[config.mk]
export PLATFORM = sky130hd
export DESIGN_NAME = wdt_core
export DESIGN_NICKNAME = d
export VERILOG_FILES = /design/src/rtl/wdt_pkg.sv /design/src/rtl/wdt_unlock.sv /design/src/rtl/wdt_counter.sv /design/src/rtl/wdt_core.sv
export SDC_FILE = /design/constraint.sdc
export NUM_CORES = 1
export LEC_CHECK = 0
export BUFFER_PORTS_ARGS = -buffer_cell sky130_fd_sc_hd__buf_4
export CORE_UTILIZATION = 60
export DETAILED_ROUTE_END_ITERATION = 7
export HOLD_SLACK_MARGIN = 0.1
export PLACE_DENSITY = 0.89
export RECOVER_POWER = 50
export SYNTH_ARGS = -nofsm -noshare
export SYNTH_HDL_FRONTEND = slang
export SYNTH_SLANG_ARGS = --single-unit
[constraint.sdc]
create_clock -name clk -period 4.55 [get_ports clk]
set_input_delay 0.2275 -clock clk [delete_from_list [all_inputs] [get_ports clk]]
set_output_delay 0.2275 -clock clk [all_outputs]
set_load 0.1 [all_outputs]
[src/rtl/wdt_pkg.sv]
package wdt_pkg;

   localparam int ADDR_W = 2;
   localparam int DATA_W = 8;

   localparam logic [ADDR_W-1:0] A_UNLOCK = 2'd0;
   localparam logic [ADDR_W-1:0] A_CTRL   = 2'd1;
   localparam logic [ADDR_W-1:0] A_CFG    = 2'd2;

   localparam logic [DATA_W-1:0] KEY_FIRST  = 8'hAA;
   localparam logic [DATA_W-1:0] KEY_SECOND = 8'h55;

   // control register bit positions
   localparam int CB_KICK = 0;
   localparam int CB_RUN  = 1;
   localparam int CB_FLAG = 2;
   localparam int CB_SEEN = 3;

   // configuration register bit positions
   localparam int FB_SEL  = 0;   // two bits
   localparam int FB_IEN  = 2;
   localparam int FB_PRIO = 3;

   localparam int N_SEL = 4;

   typedef enum logic [1:0] {
      UL_IDLE  = 2'd0,
      UL_ARMED = 2'd1,
      UL_OPEN  = 2'd2
   } ul_state_e;

endpackage

[src/rtl/wdt_unlock.sv]
module wdt_unlock
   import wdt_pkg::*;
#(
   parameter int WIN = 3
) (
   input  logic              clk,
   input  logic              rst_n,
   input  logic              clr,
   input  logic              tick,
   input  logic              wr_en,
   input  logic [ADDR_W-1:0] wr_addr,
   input  logic [DATA_W-1:0] wr_data,
   output logic              open_o
);
   localparam int WIN_W = $clog2(WIN + 1);

   ul_state_e        state_q;
   logic [WIN_W-1:0] win_q;

   always_ff @(posedge clk or negedge rst_n) begin
      if (!rst_n) begin
         state_q <= UL_IDLE;
         win_q   <= '0;
      end else if (clr) begin
         state_q <= UL_IDLE;
         win_q   <= '0;
      end else if (wr_en) begin
         if (wr_addr == A_UNLOCK) begin
            if (wr_data == KEY_FIRST) begin
               state_q <= UL_ARMED;
            end else if (state_q == UL_ARMED && wr_data == KEY_SECOND) begin
               state_q <= UL_OPEN;
               win_q   <= WIN_W'(WIN);
            end else begin
               state_q <= UL_IDLE;
            end
         end else begin
            // any other write consumes or breaks the sequence
            state_q <= UL_IDLE;
         end
      end else if (state_q == UL_OPEN && tick) begin
         if (win_q == WIN_W'(1)) state_q <= UL_IDLE;
         win_q <= win_q - WIN_W'(1);
      end
   end

   assign open_o = (state_q == UL_OPEN);

endmodule

[src/rtl/wdt_counter.sv]
module wdt_counter
   import wdt_pkg::*;
#(
   parameter int BASE  = 15,
   parameter int STEP  = 3,
   parameter int GAP   = 128,
   parameter int CNT_W = 26
) (
   input  logic       clk,
   input  logic       rst_n,
   input  logic       run,
   input  logic       tick,
   input  logic       kick,
   input  logic [1:0] sel,
   output logic       hit_irq,
   output logic       hit_rst
);
   logic [CNT_W-1:0] thr_irq [N_SEL];
   logic [CNT_W-1:0] thr_rst [N_SEL];
   logic [CNT_W-1:0] cnt_q;
   logic [CNT_W-1:0] cnt_n;
   logic             adv;

   for (genvar g = 0; g < N_SEL; g++) begin : g_thr
      assign thr_irq[g] = CNT_W'(1) << (BASE + g * STEP);
      assign thr_rst[g] = thr_irq[g] + CNT_W'(GAP);
   end

   assign adv     = run & tick & ~kick;
   assign cnt_n   = cnt_q + CNT_W'(1);
   assign hit_irq = adv && (cnt_n == thr_irq[sel]);
   assign hit_rst = adv && (cnt_n == thr_rst[sel]);

   always_ff @(posedge clk or negedge rst_n) begin
      if (!rst_n)                cnt_q <= '0;
      else if (kick || hit_rst)  cnt_q <= '0;
      else if (adv)              cnt_q <= cnt_n;
   end

endmodule

[src/rtl/wdt_core.sv]
module wdt_core
   import wdt_pkg::*;
#(
   parameter int BASE = 15,
   parameter int STEP = 3,
   parameter int GAP  = 128,
   parameter int WIN  = 3
) (
   input  logic        clk,
   input  logic        rst_n,
   input  logic        tick,
   input  logic        wr_en,
   input  logic [1:0]  wr_addr,
   input  logic [7:0]  wr_data,
   output logic [3:0]  ctrl_o,
   output logic        irq_o,
   output logic        prio_o,
   output logic        wd_rst_o
);
   localparam int MAX_EXP = BASE + (N_SEL - 1) * STEP;
   localparam int CNT_W   = MAX_EXP + 2;

   if (BASE < 1 || STEP < 1) begin : g_bad_shift
      $error("wdt_core: BASE and STEP must be at least 1");
   end
   if (GAP < 1 || GAP > 2 ** MAX_EXP) begin : g_bad_gap
      $error("wdt_core: GAP out of range");
   end
   if (WIN < 1) begin : g_bad_win
      $error("wdt_core: WIN must be at least 1");
   end

   logic       unl_open;
   logic       ctrl_wr;
   logic       cfg_wr;
   logic       prot_wr;
   logic       kick;
   logic       rst_hit;
   logic       irq_hit;
   logic       run_q;
   logic       flag_q;
   logic       seen_q;
   logic       ien_q;
   logic       prio_q;
   logic       pulse_q;
   logic [1:0] sel_q;

   assign ctrl_wr = wr_en && (wr_addr == A_CTRL);
   assign cfg_wr  = wr_en && (wr_addr == A_CFG);
   assign prot_wr = ctrl_wr && unl_open;
   assign kick    = prot_wr && wr_data[CB_KICK];

   wdt_unlock #(.WIN(WIN)) u_unlock (
      .clk     (clk),
      .rst_n   (rst_n),
      .clr     (rst_hit),
      .tick    (tick),
      .wr_en   (wr_en),
      .wr_addr (wr_addr),
      .wr_data (wr_data),
      .open_o  (unl_open)
   );

   wdt_counter #(
      .BASE (BASE),
      .STEP (STEP),
      .GAP  (GAP),
      .CNT_W(CNT_W)
   ) u_counter (
      .clk     (clk),
      .rst_n   (rst_n),
      .run     (run_q),
      .tick    (tick),
      .kick    (kick),
      .sel     (sel_q),
      .hit_irq (irq_hit),
      .hit_rst (rst_hit)
   );

   always_ff @(posedge clk or negedge rst_n) begin
      if (!rst_n) begin
         run_q   <= 1'b0;
         flag_q  <= 1'b0;
         seen_q  <= 1'b0;
         sel_q   <= 2'd0;
         ien_q   <= 1'b0;
         prio_q  <= 1'b0;
         pulse_q <= 1'b0;
      end else if (rst_hit) begin
         pulse_q <= 1'b1;
         seen_q  <= 1'b1;
         run_q   <= 1'b0;
         flag_q  <= 1'b0;
         sel_q   <= 2'd0;
         ien_q   <= 1'b0;
         prio_q  <= 1'b0;
      end else begin
         pulse_q <= 1'b0;
         if (cfg_wr) begin
            sel_q  <= wr_data[FB_SEL +: 2];
            ien_q  <= wr_data[FB_IEN];
            prio_q <= wr_data[FB_PRIO];
         end
         if (ctrl_wr && !wr_data[CB_SEEN]) seen_q <= 1'b0;
         if (prot_wr) begin
            run_q  <= wr_data[CB_RUN];
            flag_q <= wr_data[CB_FLAG];
         end
         if (irq_hit) flag_q <= 1'b1;
      end
   end

   assign ctrl_o   = {seen_q, flag_q, run_q, 1'b0};
   assign irq_o    = flag_q & ien_q;
   assign prio_o   = prio_q;
   assign wd_rst_o = pulse_q;

endmodule

; ---- After elaboration in Yosys (flattened, before gate mapping)
; Index checks and enable logic that the tools add are counted.
[word_totals]
out_inout_bits = 7
ff_bits = 38
word_cells = 86
[classes]
order_cmp = 1
n_reduce_logical = 21
n_eq_ne = 12
n_mux = 35
add_sub_neg = 2
bitwise_logic = 5
[op_table]
columns = cell, count
row1 = $mux 26, 6
row2 = $bmux 26 s2, 2
row3 = $eq 26x26->1, 2
row4 = $mux 2, 15
row5 = $add 26x1->26 const B, 1
row6 = $mux 1, 12
row7 = $logic_and 1x1->1, 9
row8 = $reduce_bool 3->1, 3
row9 = $eq 8x7->1 const B, 1
row10 = $eq 8x8->1 const B, 1
row11 = $reduce_bool 2->1, 4
row12 = $eq 2x1->1 const B, 3
row13 = $ne 3x1->1 const B, 2
row14 = $eq 2x2->1 const B, 2
row15 = $reduce_and 4->1, 1
row16 = $and 1x1->1, 3
row17 = $ge 3x3->1 const B, 1
row18 = $ne 3x2->1 const B, 1
row19 = $not 2->3, 1
row20 = $logic_not 2->1, 1
row21 = $reduce_and 2->1, 1
row22 = $sub 2x1->2 const B, 1
row23 = $logic_not 1->1, 1
row24 = $logic_or 1x1->1, 1
row25 = $not 1->1, 1

; ---- Logic depth before layout (Yosys ltp)
; Gate-level depths: netlist of run 1.
[logic_depth]
depth_word = 9
depth_mapped = 10
ltp_nobuf = 8

; ---- Cells and area by module
; From an unflattened synthesis of run 1, not the netlist that was laid out.
[hier_totals]
hier_cells = 290
area_unflattened_um2 = 2730.1
[modules_own_cells]
columns = module, seq_area_each_um2, cells_each, area_per_inst_um2, instances
row1 = wdt_counter, 650.6, 228, 2063.2, 1
row2 = wdt_core, 200.2, 33, 371.6, 1
row3 = wdt_unlock, 100.1, 29, 295.3, 1

; ---- Worst setup path before layout of run 1
; No wires, ideal clock.
[synth_timing]
path_type = flip-flop to flip-flop
startpoint = register u_counter.cnt_q[0]
endpoint = register u_unlock.win_q[1]
path_stages_with_launch = 10
slack_ps = 1539
n_path_buf = 1
required_time_ps = 4425
arrival_ps = 2886
setup_time_ps = 125
path_cell_list = dfrtp_1 > ha_1 > nand3_2 > or3_1 > o31ai_1 > nand2_1 > or4_4 > a2111oi_4 > buf_6 > nor2_1
[synth_between]
elab_chain_cells = 5
elab_cells_between_ends = 9
[synth_lines]
columns = item, line_no
row1 = "start, declared", wdt_counter.sv:20  ; logic [CNT_W-1:0] cnt_q;
row2 = "start signal, assigned", wdt_counter.sv:37  ; else if (adv) cnt_q <= cnt_n;
row3 = $add 26x1->26 *, wdt_counter.sv:30  ; assign cnt_n = cnt_q + CNT_W'(1);
row4 = $eq 26x26->1 *, wdt_counter.sv:32  ; assign hit_rst = adv && (cnt_n == thr_rst[sel]);
row5 = $logic_and 1x1->1 *, wdt_counter.sv:32
row6 = "$ne 3x1->1 (no line), or another cell as far along", n/a
row7 = $reduce_and 4->1 (no line), n/a
row8 = "end signal, assigned", wdt_unlock.sv:33  ; win_q <= WIN_W'(WIN);
row9 = "end signal, assigned", wdt_unlock.sv:43  ; win_q <= win_q - WIN_W'(1);
row10 = "end, declared", wdt_unlock.sv:18  ; logic [WIN_W-1:0] win_q;
; Every way passes the cells marked *; elsewhere a longest branch is shown, timed or not.
; A chain may end at the register's enable or synchronous reset.

; ---- Worst setup path in the final report of run 1
[layout_timing]
startpoint = register u_counter.cnt_q[0]
endpoint = register run_q
[layout_between]
elab_chain_cells = 4
elab_cells_between_ends = 5
[layout_lines]
columns = item, line_no
row1 = $add 26x1->26 *, wdt_counter.sv:30
row2 = $eq 26x26->1 *, wdt_counter.sv:32
row3 = $logic_and 1x1->1 *, wdt_counter.sv:32
row4 = $mux 1 or $reduce_bool 2->1 (tied branches), n/a
row5 = "end signal, assigned", wdt_core.sv:106  ; run_q <= wr_data[CB_RUN];
row6 = "end, declared", wdt_core.sv:40  ; logic run_q;
; Marked as above.

==> run metrics, run 1 <==
status finished with violations; failing checks capacitance limit, slew limit; Synth Warn # 0; Port-buffer cells 19; met1 Use GR 0.353; Area growth syn-to-layout 9.47%; clk_lat worst skew 300 ps; first-pass GRT wire length 8.96 mm; Post-Route Skew ~7.8 ps; Crit. End Element flip-flop; Routed wire per std cell about 15 um; Switching Power ~320 uW; Required @ worst endpoint approximately 4700 ps; clk root buf clkbuf_8; H-tree depth 2; Post-synth top flop dfrtp_1; CTS tree done; final slew viol count 39; DR pass1 iterations 5; # DRC 0; crit start category flip-flop; Synth Net Count ~300; P_int just over 600 uW; Gate Count Post-Synth between 200 and 300; post-layout minimum cycle time roughly 3500 ps; logic gate share of total power 0.232; Relative slew margins -0.352; # fillers between 300 and 400; area leader, netlist dfrtp_1; IO Pins 21; number of global-route vias before repair approximately 2,000; register area share after synthesis 0.379; Core Region around 0.004 mm^2; TNS Setup 0 ps; Netlist cell types about 50; Yosys top cell area share 0.379; GR peak layer met2; routed via count about 2,100; GRT overflow 0; Power Dens Cells approximately 330 mW/mm^2; post-CTS setup buffers 0; Cells after DPL around 340; layout cells sized above 1 0.117; Starting DRT DRC Count roughly 170; Synth area leaders dfrtp_1 38%, nor2_1 7.0%, xor2_1 6.3%; nets 316; Total Wirelength approximately 5.4 mm; sw frac 0.343; routability cong. between 0.9 and 1; Worst Path Arrival 3660 ps; Worst-Margin Slew 2030 ps; Pleak around 0.0011 uW; RSZ-0062 raised after global routing false; Final setup viols 0; Max clock buf depth 2; GRT met3 Usage 0.0668; Synth top cells by count 47 x nor2_1, 38 x dfrtp_1, 25 x nand2_1, 18 x xor2_1, 16 x xnor2_1; clk slew on worst S/H paths ~80 ps; FF+latch count, synth 38; height of the die roughly 67 um; Fmax achieved around 280 MHz; Initial Util 0.627; Layout Cells excl Fill 350; remaining antenna violation count 0; power after layout ~900 uW; Post-synth EDFFs 0; Vias/cell between 6 and 7; Resized cells post-CTS 0; Synth async-reset ratio 1.00; num rows 23; largest net degree at the start of global routing 39; Hold Slack a little over 200 ps; CP Class reg2reg; mean cell area of the mapped netlist 8.71 um^2; gr usage total 0.272; Clk pwr share 0.316; Die Span X 66.7 um; Final HPWL DP 3.77 mm; Peak VDD IR 0.000255 V; most frequent cell after synthesis nor2_1; part of the power in registers 0.452; synthesized area about 0.0025 mm^2; max cap viols 1; HP Class in2reg; final hold violations 0; largest fanout on the critical path 17; # diodes 0; initial antenna violation count 0; met2 Track Usage GR 0.441; CTS buffer count 5; # clock sinks 38; Final period util 0.773; DIE AREA 0.00445 mm^2
## power by group through the flow
| stage | Sequential, uW | Clock [uW] | Combinational, uW |
|---|---|---|---|
| floorplan | 425 | 0 | 160 |
| global placement | 417 | 0 | 210 |
| detailed placement | 422 | 0 | 217 |
| CTS | 415 | 296 | 219 |
| global route | 424 | 315 | 232 |
| finish | 416 | 290 | 213 |
## cell families (layout without fill, tap and decap cells)
kind of cell | after synthesis | after routing | synth area share
compound gates | 34 | 34 | 0.0962
xor+xnor | 34 | 34 | 0.119
fa+ha+maj | 3 | 3 | 0.0150
buf+inv | 22 | 34 | 0.0434
flops | 38 | 38 | 0.379
mux | 10 | 10 | 0.0409
other cells | 1 | 1 | 0.00149
simple gates | 146 | 146 | 0.306
## final timing paths
| path | start | to | slack [ps] | cells past startpoint |
|---|---|---|---|---|
| min reg2reg | u_unlock.win_q[1] | u_unlock.win_q[1] | 530 | 2 |
| max | u_counter.cnt_q[0] | run_q | 1030 | 8 |
| max reg2reg | u_counter.cnt_q[0] | run_q | 1030 | 8 |
| min | wr_data[3] | seen_q | 210 | 3 |
| min in group asynchronous | rst_n | u_counter.cnt_q[16] | 1040 | 2 |
| max in group asynchronous | rst_n | u_unlock.state_q[0] | 2340 | 2 |
## worst max-delay path: stages (launching register included)
cell and delay [ps]:
dfrtp_1 480, ha_1 270, nand3_2 170, or3_1 460, o31ai_1 360, nand2_1 80
or4_4 510, a2111oi_4 890, nor2_1 140
## layer usage
metal,part of all wire,wire [um]
met5,0,0
met3,0.042,227
met4,0.012,67
met2,0.49,2650
met1,0.46,2470
## flip-flops by register name, indices dropped and copies added, names as in the netlist
signal / flops
flag_q: 1
u_unlock.state_q: 2
prio_o: 1
u_counter.cnt_q: 26
run_q: 1
seen_q: 1
u_unlock.win_q: 2
ien_q: 1
wd_rst_o: 1
sel_q: 2
## timing repair
| item | 4_1_cts | 5_1_grt |
|---|---|---|
| hold buffers | 1 | 0 |
| endpoints found under the hold margin | 38 | 0 |
| setup endpoints to repair | 0 | 0 |
## area by class of cell
type | instances | area, um^2 | area share
clock buffers | 5 | 68.8 | 0.0250
well taps | 50 | 62.6 | 0.0228
repair buffers | 21 | 145 | 0.0528
flip-flops and latches | 38 | 951 | 0.346
multi-input cells | 228 | 1460 | 0.530
clock inverters | 3 | 45.0 | 0.0164
inverters | 5 | 18.8 | 0.00683
## metrics by stage
stage               setup WS (ps)   util  cell area [um^2]
floorplan                    1540      -              2510
global placement             1170  0.660              2640
detailed placement           1060  0.660              2640
CTS                          1050  0.691              2760
global route                  669  0.687              2750
finish                       1030  0.687              2750
## cells in the final DEF, fill, tap and decap left out, types with 4 or more instances in the layout
| master | Yosys | final |
|---|---|---|
| o21ai_0 | 8 | 8 |
| clkbuf_8 | 0 | 5 |
| dfrtp_1 | 38 | 38 |
| inv_1 | 5 | 5 |
| clkbuf_1 | 8 | 4 |
| xnor2_1 | 16 | 16 |
| a21oi_1 | 10 | 10 |
| nand3_1 | 10 | 10 |
| nand2_1 | 25 | 25 |
| nor3_1 | 12 | 12 |
| xor2_1 | 18 | 18 |
| mux2i_1 | 8 | 8 |
| nand4_1 | 15 | 15 |
| nor2_1 | 47 | 47 |
| buf_4 | 4 | 16 |
| or3_1 | 6 | 6 |
| and3_1 | 4 | 4 |
No activity file was read; power rests on OpenSTA's default activity.
==> inputs of run 2 (changes only) <==
clock period = 3.3 ns   (was 4.55 ns; I/O delays follow)
==> run 2 against run 1 <==
Compared with the run above: the flow still finishes with violations (capacitance limit, slew limit); register-to-register slack worse by 850 ps; final cell count rose by 1.7%; power increased by 31%; hold slack lost 54 ps; sequential share of layout area decreased by 0.47 points; flip-flop and latch count stayed put.
==> run metrics, run 2 (synthesized netlist as in run 1, its figures left out) <==
status finished with violations (unchanged); GRT overflow 0 (unchanged); number of global-route vias before repair 1,874 (was 2,002); DR pass1 iterations 5 (unchanged); CTS tree done (unchanged); H-tree depth 2 (unchanged); Worst Path Arrival 3300 ps (was 3660 ps); Final period util 0.945 (was 0.773); remaining antenna violation count 0 (unchanged); IO Pins 21 (unchanged); # diodes 0 (unchanged); most common cell after layout, fill and taps aside nor2_1 (unchanged); Power Dens Cells 432 mW/mm^2 (was 335 mW/mm^2); # DRC 0 (unchanged); Initial Util 0.627 (unchanged); largest fanout on the critical path 10 (was 17); clk root buf clkbuf_8 (unchanged); max reg flops 26 (unchanged); Total Wirelength 5.35 mm (was 5.41 mm); RSZ-0062 raised after global routing false (unchanged); Crit. End Element flip-flop (unchanged); placed cell area 0.00268 mm^2 (was 0.00264 mm^2); routed via count 2,136 (was 2,112); Final setup viols 0 (unchanged); Required @ worst endpoint 3480 ps (was 4690 ps); Area growth syn-to-layout 11.0% (was 9.47%); CP peak stage delay 510 ps (was 890 ps); nets 322 (was 316); Relative slew margins -0.342 (was -0.352); failing checks capacitance limit, slew limit (unchanged); worst path buffer plus inverter count 1 (was 0); Post-Route Skew 8.10 ps (was 7.82 ps); Starting DRT DRC Count 239 (was 174); Die Span X 66.7 um (unchanged); height of the die 66.7 um (unchanged); layout cells sized above 1 0.141 (was 0.117); Core Region 0.00400 mm^2 (unchanged); initial antenna violation count 0 (unchanged); design area 0.00279 mm^2 (was 0.00275 mm^2); CP Class reg2reg (unchanged); Reg with most FFs u_counter.cnt_q (unchanged); first-pass GRT wire length 8.76 mm (was 8.96 mm); clk_lat worst skew 290 ps (was 300 ps); largest net degree at the start of global routing 39 (unchanged); final hold violations 0 (unchanged); Worst-Margin Slew 2010 ps (was 2030 ps); max cap viols 1 (unchanged); Slowest-stage cell, CP or4_4 (was a2111oi_4); Routed wire per std cell 15.0 um (was 15.5 um); gr usage total 0.262 (was 0.272); # clock sinks 38 (unchanged); DIE AREA 0.00445 mm^2 (unchanged); Final HPWL DP 3.99 mm (was 3.77 mm); HP Class in2reg (unchanged); TNS Setup 0 ps (unchanged); final slew viol count 39 (unchanged); post-layout minimum cycle time 3120 ps (was 3520 ps); Top delay family on crit path simple AND/OR/NAND/NOR gates (unchanged); commonest cells after routing, fill and taps aside 47 x nor2_1, 38 x dfrtp_1, 25 x nand2_1, 22 x buf_4, 18 x xor2_1 (was 47 x nor2_1, 38 x dfrtp_1, 25 x nand2_1, 18 x xor2_1); Peak VDD IR 0.000397 V (was 0.000255 V); Fmax achieved 321 MHz (was 284 MHz); Pleak 0.00117 uW (was 0.00114 uW); worst setup slack after layout 181 ps (was 1030 ps); clk slew on worst S/H paths 70 ps (was 80 ps); CP Cell Sequence ha_1 -> nand3_2 -> or3_1 -> o31ai_2 -> nand2_1 -> or4_4 -> a2111oi_4 -> buf_4 -> nor2_1 (was ha_1 -> nand3_2 -> or3_1 -> o31ai_1 -> nand2_1 -> or4_4 -> a2111oi_4 -> nor2_1); routability cong. 0.928 (was 0.947); Core Util, Final 0.696 (was 0.687); CTS buffer count 5 (unchanged); Port-buffer cells 19 (unchanged); Vias/cell 6.00 (was 6.03); num rows 23 (unchanged); crit start category flip-flop (unchanged); Max clock buf depth 2 (unchanged); Place WS 178 ps (was 1060 ps)
## run 2: cell types whose count changed in the layout (fill, tap and decap cells not counted)
| cell | delta |
|---|---|
| clkbuf_8 | +1 |
| o31ai_2 | +1 |
| clkinv_2 | +1 |
| clkinvlp_4 | -1 |
| nor4_1 | -1 |
| buf_4 | +6 |
| o31ai_1 | -1 |
| bufinv_16 | -1 |
| nor4_2 | +1 |
## run 2: repair_timing
| item | 4_1_cts | 5_1_grt |
|---|---|---|
| endpoints found under the setup margin | 0 | 14 |
| hold buffers | 1 | 0 |
| gates resized for setup | 0 | 2 |
| buffers inserted | 0 | 0 |
| hold endpoints to repair | 38 | 0 |
## run 2: final timing paths
kind | cells past startpoint | to | slack, ps | startpoint
worst max-delay path | 9 | u_unlock.win_q[1] | 180 | u_counter.cnt_q[0]
worst min-delay path | 3 | ien_q | 150 | wr_data[2]
worst max register to register | 9 | u_unlock.win_q[1] | 180 | u_counter.cnt_q[0]
worst min register to register | 2 | ien_q | 530 | ien_q
max in group asynchronous | 2 | u_counter.cnt_q[21] | 1160 | rst_n
min in group asynchronous | 2 | u_counter.cnt_q[19] | 970 | rst_n
## run 2: power breakdown
part	leakage, uW	switching (uW)	internal (uW)
clock network	0.0000472	167	168
registers	0.000508	65.0	508
logic	0.000611	195	101
total	0.00117	427	777
## run 2: metrics by stage
step | hold WS, ps | total power, uW | instances
after global placement | 156 | 866 | 347
after floorplan | -131 | 806 | 288
after CTS | 144 | 1220 | 356
after detailed placement | 158 | 882 | 347
final | 151 | 1200 | 356
after global routing | 144 | 1270 | 356
## run 2: per-layer routing
metal | share of wire | vias up | global-route usage
met5 | 0 | - | 0
met4 | 0.013 | 0 | 0.0798
met3 | 0.047 | 8 | 0.0462
met2 | 0.47 | 61 | 0.405
met1 | 0.47 | 1017 | 0.370
li1 | - | 1050 | -
## run 2: layout make-up
type | instances | area (um^2)
Multi-Input combinational cell | 228 | 1470
Fill cell | 321 | 1210
Inverter | 5 | 18.8
Timing Repair Buffer | 27 | 190
Tap cell | 50 | 62.6
Clock buffer | 6 | 82.6
Sequential cell | 38 | 951
Clock inverter | 2 | 12.5
## run 2: worst min-delay path, cell delays in order
cell     delay, ps
buf_4          100
mux2i_1         60
nor2_1          80
==> inputs of run 3 (changes only) <==
CORE_ASPECT_RATIO = 1.1   (was default)
PLACE_DENSITY = default   (was 0.89)
PLACE_DENSITY_LB_ADDON = 0.15   (was default)
==> run 3 against run 2 <==
Compared with the run above: the flow still finishes with violations (capacitance limit, slew limit); count of clock-buffer cells in the layout is 1 higher; routed wire length is 0.24% lower; clock power is 1% lower; final cell count is 0.84% higher; via count is 1.7% lower; first-iteration DRC count is 32% lower; utilization hardly changed; largest cell class unchanged.
==> run metrics, run 3 (synthesized netlist as in run 1, its figures left out) <==
status finished with violations (unchanged); failing checks capacitance limit, slew limit (unchanged); highest layer used for signal routing met4 (unchanged); Final setup viols 0 (unchanged); post-CTS setup buffers 0 (unchanged); # clock sinks 38 (unchanged); height of the die 69.8 um (was 66.7 um); # DRC 0 (unchanged); GRT overflow 0 (unchanged); remaining antenna violation count 0 (unchanged); gr usage total 0.264 (was 0.262); max cap viols 1 (unchanged); Required @ worst endpoint 3460 ps (was 3480 ps); Fmax achieved 328 MHz (was 321 MHz); crit start category flip-flop (unchanged); CTS buffer count 5 (unchanged); Routed met1 length 2.52 mm (was 2.51 mm); DR pass1 iterations 4 (was 5); CTS tree done (unchanged); clk root buf clkbuf_8 (unchanged); met2 wire len 2.59 mm (was 2.52 mm); clk_lat worst skew 290 ps (about the same); Pleak 0.00117 uW (about the same); RSZ-0062 raised after global routing false (unchanged); final hold violations 0 (unchanged); initial antenna violation count 0 (unchanged); Die Span X 63.7 um (was 66.7 um); Initial Util 0.628 (was 0.627); Total Wirelength 5.34 mm (was 5.35 mm); HP Class in2reg (unchanged); placed cell area 0.00269 mm^2 (was 0.00268 mm^2); Power Dens Cells 432 mW/mm^2 (about the same); Post-Route Skew 3.68 ps (was 8.10 ps); largest net degree at the start of global routing 39 (unchanged); TNS Setup 0 ps (unchanged); Final HPWL DP 3.80 mm (was 3.99 mm); Peak VDD IR 0.000389 V (was 0.000397 V); Port-buffer cells 19 (unchanged); Final period util 0.924 (was 0.945); num rows 24 (was 23); worst setup slack after layout 251 ps (was 181 ps); number of global-route vias before repair 1,984 (was 1,874); met3 wire length 143 um (was 253 um); Relative slew margins -0.356 (was -0.342); most common cell after layout, fill and taps aside nor2_1 (unchanged); layout cells sized above 1 0.134 (was 0.141); routed via count 2,099 (was 2,136); Core Region 0.00399 mm^2 (was 0.00400 mm^2); Worst Path Arrival 3210 ps (was 3300 ps); commonest cells after routing, fill and taps aside 47 x nor2_1, 38 x dfrtp_1, 25 x nand2_1, 23 x buf_4, 18 x xor2_1 (was 47 x nor2_1, 38 x dfrtp_1, 25 x nand2_1, 22 x buf_4, 18 x xor2_1); Crit. End Element flip-flop (unchanged); Place WS 280 ps (was 178 ps); Worst-Margin Slew 2030 ps (was 2010 ps); IO Pins 21 (unchanged); post-layout minimum cycle time 3050 ps (was 3120 ps); first-pass GRT wire length 9.32 mm (was 8.76 mm); Starting DRT DRC Count 162 (was 239); # diodes 0 (unchanged); Area growth syn-to-layout 10.8% (was 11.0%); nets 323 (was 322); Max clock buf depth 2 (unchanged); max reg flops 26 (unchanged); Reg with most FFs u_counter.cnt_q (unchanged); clk slew on worst S/H paths 70 ps (about the same); Hold Slack 152 ps (was 151 ps); CP Class reg2reg (unchanged); DIE AREA 0.00445 mm^2 (about the same); routability cong. 0.854 (was 0.928); H-tree depth 2 (unchanged); Routed wire per std cell 14.9 um (was 15.0 um); largest fanout on the critical path 11 (was 10); final slew viol count 39 (unchanged); Vias/cell 5.85 (was 6.00); design area 0.00278 mm^2 (was 0.00279 mm^2)
[run 3: through the flow]
stage / cells / utilization / total power, uW
after floorplan: 288 / - / 806
after global placement: 350 / 0.674 / 869
after detailed placement: 350 / 0.674 / 883
after CTS: 359 / 0.700 / 1210
after global routing: 359 / 0.696 / 1260
final: 359 / 0.696 / 1200
[run 3: power breakdown]
group,leakage [uW],switching [uW],internal [uW]
clock network,0.0000482,161,169
logic,0.000617,197,102
registers,0.000508,64.8,508
total,0.00117,423,779
[run 3: worst paths after layout]
kind | start | end | slack [ps] | cells after the start
setup / recovery | u_counter.cnt_q[0] | u_counter.cnt_q[7] | 250 | 9
hold / removal | wr_data[2] | ien_q | 150 | 3
setup reg to reg | u_counter.cnt_q[0] | u_counter.cnt_q[7] | 250 | 9
hold reg to reg | ien_q | ien_q | 530 | 2
max in group asynchronous | rst_n | u_counter.cnt_q[18] | 1140 | 2
min in group asynchronous | rst_n | u_counter.cnt_q[10] | 1000 | 2
[run 3: layer usage]
metal	track usage	vias to the layer above
li1	-	1044
met1	0.369	1008
met2	0.420	38
met3	0.0411	9
met4	0.0808	0
met5	0	-
[run 3: final cells by class]
type,instances,area (um^2)
sequential,38,951
tap,52,65.1
inverter,5,18.8
clock buffer,7,86.3
clock inverter,1,5.00
multi-input combinational,228,1460
timing repair buffer,28,198
fill,334,1210
[run 3: worst max-delay path, stage by stage (launching register included)]
cell and delay (ps):
dfrtp_1 490, ha_1 260, nand3_2 90, or3_1 440
o31ai_1 360, nand2_1 90, or4_4 510, a2111oi_4 370
buf_4 230, nor3_1 60
[run 3: what timing repair did]
action	4_1_cts	5_1_grt
hold buffers	1	0
gates resized for setup	0	0
hold endpoints to repair	38	0
